--- src/rtl/slew_pkg.sv ---
package slew_pkg;

  // Outcome of the per-hit checks, decided in the first pipeline stage.
  typedef enum logic [1:0] {
    HIT_OK       = 2'd0,
    HIT_BAD_TIME = 2'd1,
    HIT_BAD_CFG  = 2'd2,
    HIT_NO_HIGH  = 2'd3
  } hit_class_e;

  // A missing high crossing wins over every other condition.
  function automatic hit_class_e classify(input logic th_seen,
                                          input logic th_after,
                                          input logic thr_bad);
    if (!th_seen)      return HIT_NO_HIGH;
    else if (thr_bad)  return HIT_BAD_CFG;
    else if (!th_after) return HIT_BAD_TIME;
    else               return HIT_OK;
  endfunction

endpackage

--- src/rtl/slew_ratio_div.sv ---
// Computes K = LOW * 2^F / (HIGH - LOW) one quotient bit per clock and
// swaps it into use in a single edge once all bits are known.
module slew_ratio_div #(
  parameter int VW = 10,
  parameter int F  = 8
) (
  input  logic            clk,
  input  logic            rst_n,
  input  logic            cfg_we,
  input  logic [VW-1:0]   cfg_lthr,
  input  logic [VW-1:0]   cfg_hthr,
  output logic [VW+F-1:0] act_k,
  output logic            act_bad,
  output logic            commit
);
  localparam int QW = VW + F;
  localparam int CW = $clog2(QW + 1);

  logic          busy;
  logic [CW-1:0] cnt;
  logic [QW-1:0] quo;
  logic [VW-1:0] rem;
  logic [VW-1:0] dvs;
  logic          pend_bad;

  logic [VW:0]   rem_sh;
  logic          fits;
  logic [VW-1:0] rem_nx;
  logic [QW-1:0] quo_nx;

  // One restoring-division step.
  always_comb begin
    rem_sh = {rem, quo[QW-1]};
    fits   = rem_sh >= {1'b0, dvs};
    rem_nx = fits ? VW'(rem_sh - {1'b0, dvs}) : rem_sh[VW-1:0];
    quo_nx = {quo[QW-2:0], fits};
  end

  assign commit = busy && (cnt == '0);

  always_ff @(posedge clk or negedge rst_n) begin
    if (!rst_n) begin
      busy     <= 1'b0;
      cnt      <= '0;
      quo      <= '0;
      rem      <= '0;
      dvs      <= '0;
      pend_bad <= 1'b1;
      act_k    <= '0;
      act_bad  <= 1'b1;
    end else if (cfg_we) begin
      // A newer write restarts the divide; the latest write wins.
      busy     <= 1'b1;
      cnt      <= CW'(QW);
      quo      <= {cfg_lthr, {F{1'b0}}};
      rem      <= '0;
      pend_bad <= (cfg_hthr <= cfg_lthr);
      dvs      <= (cfg_hthr <= cfg_lthr) ? VW'(1) : VW'(cfg_hthr - cfg_lthr);
    end else if (busy) begin
      if (cnt != '0) begin
        quo <= quo_nx;
        rem <= rem_nx;
        cnt <= cnt - CW'(1);
      end else begin
        act_k   <= quo;
        act_bad <= pend_bad;
        busy    <= 1'b0;
      end
    end
  end

endmodule

--- src/rtl/slew_pipe.sv ---
// Three-stage correction datapath: classify and difference, scale, subtract.
module slew_pipe
  import slew_pkg::*;
#(
  parameter int TW = 16,
  parameter int QW = 18,
  parameter int F  = 8
) (
  input  logic                    clk,
  input  logic                    rst_n,
  input  logic                    hit_valid,
  input  logic [TW-1:0]           hit_tl,
  input  logic [TW-1:0]           hit_th,
  input  logic                    hit_th_valid,
  input  logic [QW-1:0]           k_in,
  input  logic                    cfg_bad,
  output logic                    out_valid,
  output logic signed [TW+QW-F:0] out_t0,
  output logic                    out_err,
  output logic                    out_nohigh
);
  localparam int CW = TW + QW - F;
  localparam int OW = CW + 1;

  // Walk term: floor(d * k / 2^F).
  function automatic logic [CW-1:0] walk_term(input logic [TW-1:0] d,
                                              input logic [QW-1:0] kk);
    logic [TW+QW-1:0] p;
    p = d * kk;
    return p[TW+QW-1:F];
  endfunction

  function automatic logic signed [OW-1:0] extrap(input logic [TW-1:0] tl,
                                                  input logic [CW-1:0] c);
    return $signed({{(OW-TW){1'b0}}, tl}) - $signed({1'b0, c});
  endfunction

  function automatic logic signed [OW-1:0] pass_tl(input logic [TW-1:0] tl);
    return $signed({{(OW-TW){1'b0}}, tl});
  endfunction

  // Stage 1
  logic          s1_v;
  logic [TW-1:0] s1_tl;
  logic [TW-1:0] s1_d;
  logic [QW-1:0] s1_k;
  hit_class_e    s1_cls;
  // Stage 2
  logic          s2_v;
  logic [TW-1:0] s2_tl;
  logic [CW-1:0] s2_c;
  hit_class_e    s2_cls;

  always_ff @(posedge clk or negedge rst_n) begin
    if (!rst_n) begin
      s1_v   <= 1'b0;
      s1_tl  <= '0;
      s1_d   <= '0;
      s1_k   <= '0;
      s1_cls <= HIT_OK;
    end else begin
      s1_v   <= hit_valid;
      s1_tl  <= hit_tl;
      s1_d   <= hit_th - hit_tl;
      s1_k   <= k_in;   // ratio snapshot travels with the hit
      s1_cls <= classify(hit_th_valid, hit_th > hit_tl, cfg_bad);
    end
  end

  always_ff @(posedge clk or negedge rst_n) begin
    if (!rst_n) begin
      s2_v   <= 1'b0;
      s2_tl  <= '0;
      s2_c   <= '0;
      s2_cls <= HIT_OK;
    end else begin
      s2_v   <= s1_v;
      s2_tl  <= s1_tl;
      s2_c   <= walk_term(s1_d, s1_k);
      s2_cls <= s1_cls;
    end
  end

  always_ff @(posedge clk or negedge rst_n) begin
    if (!rst_n) begin
      out_valid  <= 1'b0;
      out_t0     <= '0;
      out_err    <= 1'b0;
      out_nohigh <= 1'b0;
    end else begin
      out_valid  <= s2_v;
      out_t0     <= (s2_cls == HIT_OK) ? extrap(s2_tl, s2_c) : pass_tl(s2_tl);
      out_err    <= s2_v && ((s2_cls == HIT_BAD_TIME) || (s2_cls == HIT_BAD_CFG));
      out_nohigh <= s2_v && (s2_cls == HIT_NO_HIGH);
    end
  end

endmodule

--- src/rtl/slew_corrector.sv ---
module slew_corrector #(
  parameter int TIME_W = 16,
  parameter int THR_W  = 10,
  parameter int FRAC_W = 8
) (
  input  logic                          clk,
  input  logic                          rst_n,
  input  logic                          cfg_we,
  input  logic [THR_W-1:0]              cfg_lthr,
  input  logic [THR_W-1:0]              cfg_hthr,
  input  logic                          hit_valid,
  input  logic [TIME_W-1:0]             hit_tl,
  input  logic [TIME_W-1:0]             hit_th,
  input  logic                          hit_th_valid,
  output logic                          out_valid,
  output logic signed [TIME_W+THR_W:0]  out_t0,
  output logic                          out_err,
  output logic                          out_nohigh
);
  localparam int QW = THR_W + FRAC_W;

  // Named internal events, visible to the bound checker.
  logic [QW-1:0] ratio_k;
  logic          ratio_bad;
  logic          cfg_commit;

  slew_ratio_div #(.VW(THR_W), .F(FRAC_W)) u_div (
    .clk      (clk),
    .rst_n    (rst_n),
    .cfg_we   (cfg_we),
    .cfg_lthr (cfg_lthr),
    .cfg_hthr (cfg_hthr),
    .act_k    (ratio_k),
    .act_bad  (ratio_bad),
    .commit   (cfg_commit)
  );

  slew_pipe #(.TW(TIME_W), .QW(QW), .F(FRAC_W)) u_pipe (
    .clk          (clk),
    .rst_n        (rst_n),
    .hit_valid    (hit_valid),
    .hit_tl       (hit_tl),
    .hit_th       (hit_th),
    .hit_th_valid (hit_th_valid),
    .k_in         (ratio_k),
    .cfg_bad      (ratio_bad),
    .out_valid    (out_valid),
    .out_t0       (out_t0),
    .out_err      (out_err),
    .out_nohigh   (out_nohigh)
  );

endmodule

--- config.mk ---
export PLATFORM = sky130hd
export DESIGN_NAME = slew_corrector
export DESIGN_NICKNAME = d
export VERILOG_FILES = /design/src/rtl/slew_pkg.sv /design/src/rtl/slew_ratio_div.sv /design/src/rtl/slew_pipe.sv /design/src/rtl/slew_corrector.sv
export SDC_FILE = /design/constraint.sdc
export NUM_CORES = 1
export LEC_CHECK = 0
export ABC_AREA = 1
export BUFFER_PORTS_ARGS = -buffer_cell sky130_fd_sc_hd__buf_2
export CORE_ASPECT_RATIO = 1.25
export CORE_UTILIZATION = 40
export CTS_BUF_LIST = sky130_fd_sc_hd__clkbuf_8
export DETAILED_ROUTE_END_ITERATION = 8
export PLACE_DENSITY = 0.52
export RECOVER_POWER = 100
export SYNTH_ARGS = -nofsm -noshare
export SYNTH_HDL_FRONTEND = slang
export SYNTH_SLANG_ARGS = --single-unit
--- constraint.sdc ---
create_clock -name clk -period 8.41 [get_ports clk]
set_clock_uncertainty 0.2 [all_clocks]
set_input_delay 0 -clock clk [delete_from_list [all_inputs] [get_ports clk]]
set_output_delay 0 -clock clk [all_outputs]
set_load 0.02 [all_outputs]
==> results of run 1 <==
flip-flops by register name, indices dropped and copies added, names as in the netlist, 10 cells and up:
name,count
u_div.dvs,10
u_pipe.s1_d,16
u_div.quo,18
u_div.act_k,18
u_pipe.s2_tl,16
u_pipe.s2_c,26
u_pipe.s1_k,18
u_div.rem,10
u_pipe.s1_tl,16
u_pipe.out_t0,27
worst max-delay path, cell delays in order, from the launching register on:
cell and delay (ns):
dfrtp_1 0.94, nand2_1 0.18, fa_1 0.58, inv_1 0.05, fa_1 0.48, fa_1 0.59, fa_1 0.43, fa_1 0.48
inv_1 0.05, fa_1 0.47, inv_1 0.04, ha_1 0.33, a21oi_1 0.27, o21ai_0 0.27, a21oi_1 0.18, nand2_1 0.20
nand2_1 0.14, nand2_1 0.06, nand2_1 0.06, nand2_1 0.05
stage by stage:
stage	std cells	instance area [µm²]	util [%]
floorplan	2471	19400	-
global placement	3114	20300	42.7
detailed placement	3114	20300	42.7
CTS	3273	22000	46.3
global route	3273	21900	46.0
finish	3273	21900	46.0
final cells by class:
type                    instances  area share (%)
clock buffers                  18            1.13
clock inverters                14           0.732
inverters                     591            10.1
multi-input cells            1606            54.9
flip-flops and latches        192            22.0
well taps                     637            3.64
repair buffers                215            7.50
worst min-delay path by stage:
stage                          from                 to  slack [ns]  cells after the start
after detailed placement      rst_n  u_pipe.out_t0[21]       -0.17                      1
final                     hit_th[0]     u_pipe.s1_d[0]        0.11                      5
after global placement        rst_n  u_pipe.out_t0[16]       -0.17                      1
after floorplan               rst_n     u_div.act_k[0]       -0.50                      0
after global routing      hit_tl[0]     u_pipe.s1_d[0]        0.11                      4
after CTS                 hit_tl[0]     u_pipe.s1_d[0]        0.03                      4
synthesized netlist by cell type, drive strengths merged, types with 8 or more instances:
library cell  instances
clkbuf               65
nand2               694
nand3b                8
nand3                82
nand4                11
xnor2                15
nor2                133
o21ai                69
a21o                  8
ha                  159
a31oi                14
nor3                 23
dfrtp               190
o21a                 11
xor2                 25
inv                 591
fa                  225
mux2                  9
o22ai                16
buf                  17
a21oi                81
cell usage in the layout, fill, tap and decap left out, types with 2 or more instances in the layout:
| master | count |
|---|---|
| a22oi_1 | 3 |
| inv_8 | 2 |
| ha_1 | 159 |
| nand2_4 | 3 |
| mux2_2 | 9 |
| o21bai_1 | 7 |
| o21ai_0 | 68 |
| fa_1 | 225 |
| nor3_1 | 22 |
| nand4_1 | 11 |
| nand3_1 | 81 |
| nor2_1 | 131 |
| inv_6 | 3 |
| inv_1 | 589 |
| clkbuf_8 | 18 |
| buf_2 | 37 |
| a31oi_1 | 14 |
| nor4_1 | 2 |
| o21a_1 | 11 |
| a21oi_2 | 2 |
| nand2_2 | 4 |
| or2_2 | 3 |
| nand2_1 | 687 |
| dfrtp_1 | 190 |
| clkbuf_1 | 52 |
| xnor2_1 | 15 |
| a21o_1 | 8 |
| nand3b_1 | 8 |
| dfstp_2 | 2 |
| xor2_1 | 25 |
| o22ai_1 | 16 |
| clkinvlp_4 | 4 |
| and2_1 | 2 |
| dlygate4sd3_1 | 126 |
| o211ai_1 | 3 |
| a21oi_1 | 79 |
| clkinv_8 | 4 |
what timing repair did:
action,in CTS,in global routing
setup endpoints to repair,0,0
hold buffers,127,0
endpoints found under the hold margin,230,0
buffers inserted,0,0
resized for setup,0,0
kinds of logic (layout without fill, tap and decap cells):
kind of cell	Yosys count	count (layout)	synth area share, %
multiplexers	9	9	0.522
AO/OA/AOI/OAI	214	214	6.29
buffers and inverters	673	838	13.2
flip-flops	192	192	24.8
AND/OR/NAND/NOR	959	959	19.9
adder cells (fa/ha/maj)	384	384	33.5
XOR/XNOR	40	40	1.81
metal layers:
metal | track usage, % | vias up | share of wire, %
met2 | 42.6 | 258 | 53
met1 | 26.9 | 7628 | 42
met3 | 2.72 | 74 | 2.3
met5 | 0 | - | 0
li1 | - | 7671 | -
met4 | 8.21 | 0 | 2.7
==> results.txt, run 1 <==
Critical R2R Launch = u_pipe.s1_d[7]
ys flop type = dfrtp_1
Initial DRC Count = 657
fill cell count = 4,805
I/O Pins = 87
Slew HR = -161%
WL/cell = 16.3 µm
Vias/cell = 4.78
Tot GR Track Use = 22.9%
RSZ-0062 raised after global routing = false
Critical Path Start Type = flip-flop
Worst setup endpoint = u_pipe.s2_c[17]
Mapped Cells = 2,471
Avg Cell Area, Syn = 7.85 µm²
Core ar. = 47,500 µm²
# diodes = 0
gr ovfl total = 0
Reg area = 4810 µm²
Synth cell types = 45
die area = 49,400 µm²
violated checks = capacitance limit, slew limit
clk_lat worst skew = 0.58 ns
Synth area leader = dfrtp_1
top cell type's share of synthesized area = 24.5%
Final Wtd Congestion = 0.929
reg2reg setup slack = 2.25 ns
Initial Util = 40.8%
setup ws final = 2.25 ns
Worst Tran Pin Value = 3.91 ns
Seq/Total Area, Yosys = 24.8%
Post-synth EDFFs = 0
Critical Path AT = 6.44 ns
clock slew at reported path FFs = 0.11 ns
worst reg2reg path depth = 19
NumNets Final = 3,064
clk sink count = 192
Setup TNS Final = 0 ns
top cells by area, synth = dfrtp_1 (25%), fa_1 (23%), nand2_1 (13%), inv_1 (11%), ha_1 (10%)
area of the multi-input gates = 12,000 µm²
Critical Path End Type = flip-flop
Rows = 89
H-tree depth = 4
DRC = 0
syn nets = 2,912
Max-Cap Viols = 5
post-route ant nets = 0
drt pass-1 iters = 8
routed wire length = 53.4 mm
Worst EP required = 8.69 ns
CP startpoint = u_pipe.s1_d[7]
# setup viols final = 0
minimum clock period = 6.16 ns
Placement Setup Slack = 2.29 ns
Syn-to-layout area delta = 12.8%
fin crit share = 73.3%
routed vias = 15.6k
vias in the first global route = 16.5k
status = finished, violations left
chip width = 199 µm
f_max = 162 MHz
clk buf depth = 2
clock root buffer = clkbuf_8
Worst Setup Path Type = reg2reg
Netlist Area Pre-Place = 19,400 µm²
Worst Path Max Fanout = 18
Slew Limit Fails = 239
Yosys reg bits = 192
antenna violations before repair = 0
r2r endpoint = u_pipe.s2_c[17]
synth warn = 0
largest net degree at the start of global routing = 72
tightest hold margin = 0.113 ns
final hold violations = 0
dpl hpwl = 41.9 mm
share of post-route cells with drive strength above 1 = 3.72%
HP Class = in2reg
Port Buffers = 86
CTS tree = done
Die Height = 248 µm
Inserted Clock Buffers = 17
first-pass GRT wire length = 85.9 mm
Post-synth ARST share = 100%
Power of run 1 is not shown: default switching activity piles up to over one toggle a cycle in this logic, so the estimate is an artifact.
==> inputs of run 2 (changes only) <==
- clock period: 8.41 -> 6.1 ns (I/O delays scaled with it)
==> run 2 against run 1 <==
Critical path type unchanged. Wire length shrank 2.3%. Non-clock buffer count rose by 24. Critical path depth grew 3. Sequential share of layout area shrank 0.096 points. Flip-flop and latch count unchanged. Highest routed layer unchanged. Via count is 0.54% higher. Register-to-register slack lost 2.0 ns. The run still ends with capacitance limit, slew limit left. Design area up 0.99%.
==> results.txt, run 2 (synthesis gave the netlist of run 1 again) <==
Core ar. = 47,500 µm² (unchanged)
routed vias = 15.7k (was 15.6k)
Vias/cell = 4.77 (was 4.78)
setup ws final = 0.238 ns (was 2.25 ns)
fill cell count = 4,847 (was 4,805)
Tot GR Track Use = 22.6% (was 22.9%)
Die Height = 248 µm (unchanged)
Critical Path End Type = flip-flop (unchanged)
leading cell type in the layout, fill and taps excluded = nand2_1 (unchanged)
placed cell area = 20,600 µm² (was 20,300 µm²)
Worst Setup Path Type = reg2reg (unchanged)
Slew Limit Fails = 238 (was 239)
clk sink count = 192 (unchanged)
chip width = 199 µm (unchanged)
fin crit share = 96.1% (was 73.3%)
Placement Setup Slack = 0.0312 ns (was 2.29 ns)
Critical R2R Launch = u_pipe.s1_d[7] (unchanged)
first-pass GRT wire length = 85.3 mm (was 85.9 mm)
dpl hpwl = 42.5 mm (was 41.9 mm)
final std cells w/o fill = 3,298 (was 3,273)
I/O Pins = 87 (unchanged)
CTS tree = done (unchanged)
status = finished, violations left (unchanged)
final hold violations = 0 (unchanged)
Syn-to-layout area delta = 13.9% (was 12.8%)
clock root buffer = clkbuf_8 (unchanged)
WL/cell = 15.8 µm (was 16.3 µm)
f_max = 171 MHz (was 162 MHz)
Worst EP required = 6.34 ns (was 8.69 ns)
min-delay src = u_pipe.s1_tl[0] (was hit_th[0])
HP Class = reg2reg (was in2reg)
placed insts = 3,142 (was 3,114)
Critical Path Start Type = flip-flop (unchanged)
Slew HR = -141% (was -161%)
Critical Path AT = 6.10 ns (was 6.44 ns)
NumNets Final = 3,088 (was 3,064)
Max-Cap Viols = 4 (was 5)
Worst Path Max Fanout = 18 (unchanged)
Worst Tran Pin Value = 3.62 ns (was 3.91 ns)
die area = 49,400 µm² (unchanged)
antenna violations before repair = 2 (was 0)
Non-Filler Cell Area, Final = 22,100 µm² (was 21,900 µm²)
H-tree depth = 4 (unchanged)
minimum clock period = 5.86 ns (was 6.16 ns)
DRC = 0 (unchanged)
largest net degree at the start of global routing = 121 (was 72)
vias in the first global route = 16.8k (was 16.5k)
routed wire length = 52.1 mm (was 53.4 mm)
Setup TNS Final = 0 ns (unchanged)
CP startpoint = u_pipe.s1_d[7] (unchanged)
violated checks = capacitance limit, slew limit (unchanged)
largest registers = u_pipe.out_t0 (27), u_pipe.s2_c (26) (unchanged)
Final Wtd Congestion = 0.928 (was 0.929)
Largest Register = u_pipe.out_t0 (unchanged)
share of post-route cells with drive strength above 1 = 5.71% (was 3.72%)
Initial DRC Count = 773 (was 657)
Inserted Clock Buffers = 17 (unchanged)
Port Buffers = 86 (unchanged)
post-route ant nets = 0 (unchanged)
max reg flops = 27 (unchanged)
gr ovfl total = 0 (unchanged)
# setup viols final = 0 (unchanged)
clk buf depth = 2 (unchanged)
clock slew at reported path FFs = 0.10 ns (was 0.11 ns)
Initial Util = 40.8% (unchanged)
RSZ-0062 raised after global routing = true (was false)
drt pass-1 iters = 5 (was 8)
clk_lat worst skew = 0.56 ns (was 0.58 ns)
most frequent cells in the layout = nand2_1 (685), inv_1 (589), fa_1 (225), dfrtp_1 (169), ha_1 (159) (was nand2_1 (687), inv_1 (589), fa_1 (225), dfrtp_1 (190), ha_1 (159))
Rows = 89 (unchanged)
==> run 2: cell count changes in the layout (fill, tap and decap cells not counted), moves of 3 or more <==
cell | previous run | this run
buf_4 | 0 | 26
clkinv_2 | 0 | 3
dfrtp_1 | 190 | 169
dfrtp_2 | 0 | 21
dlygate4sd3_1 | 126 | 121
==> run 2: repair_timing <==
action	in CTS	in global routing
hold buffers	122	0
endpoints found under the setup margin	0	16
setup buffers	0	1
endpoints found under the hold margin	249	0
resized for setup	0	22
==> run 2: worst max-delay path, cell delays in order (launching register included) <==
cell and delay, ns:
dfrtp_1 0.36, buf_4 0.28, nand2_1 0.13, fa_1 0.55
inv_1 0.06, fa_1 0.50, inv_1 0.06, fa_1 0.53
inv_1 0.05, fa_1 0.45, fa_1 0.49, inv_1 0.05
fa_1 0.47, inv_1 0.04, ha_1 0.32, a21oi_1 0.24
o21ai_0 0.27, a21oi_1 0.18, nand2_1 0.19, nand2_1 0.16
nand2_1 0.06, nand2_1 0.05, nand2_1 0.04
==> run 2: per-stage QoR <==
step | hold WS, ns | util (%)
floorplan | -0.496 | -
global placement | -0.166 | 43.3
detailed placement | -0.165 | 43.3
CTS | 0.0523 | 46.7
global route | 0.161 | 46.5
finish | 0.151 | 46.5
==> run 2: path summary, 6_finish.rpt <==
path | cells past startpoint | endpoint | slack (ns)
worst max-delay path | 22 | u_pipe.s2_c[23] | 0.24
worst min-delay path | 0 | u_pipe.s2_tl[0] | 0.15
worst max register to register | 22 | u_pipe.s2_c[23] | 0.24
worst min register to register | 0 | u_pipe.s2_tl[0] | 0.15
max in group asynchronous | 4 | u_pipe.s1_d[2] | 1.61
min in group asynchronous | 4 | u_pipe.s2_c[25] | 1.38
==> run 2: per-layer routing <==
metal	up-vias	part of all wire, %	global-route usage [%]
met3	93	3.2	2.84
met5	-	0	0
met4	0	3.4	9.39
met1	7590	41	26.3
met2	311	52	41.7
li1	7722	-	-
==> run 2: area by class of cell <==
class                      count  area [µm²]  share of cell area (%)
antenna                        1        2.50                  0.0113
multi-input combinational   1606       12000                    54.4
sequential                   192        4830                    21.9
timing repair buffer         239        1830                    8.29
tap                          637         797                    3.61
clock inverter                14         148                   0.668
clock buffer                  18         248                    1.12
inverter                     591        2220                    10.0
Power of run 2 is left out for the same reason.
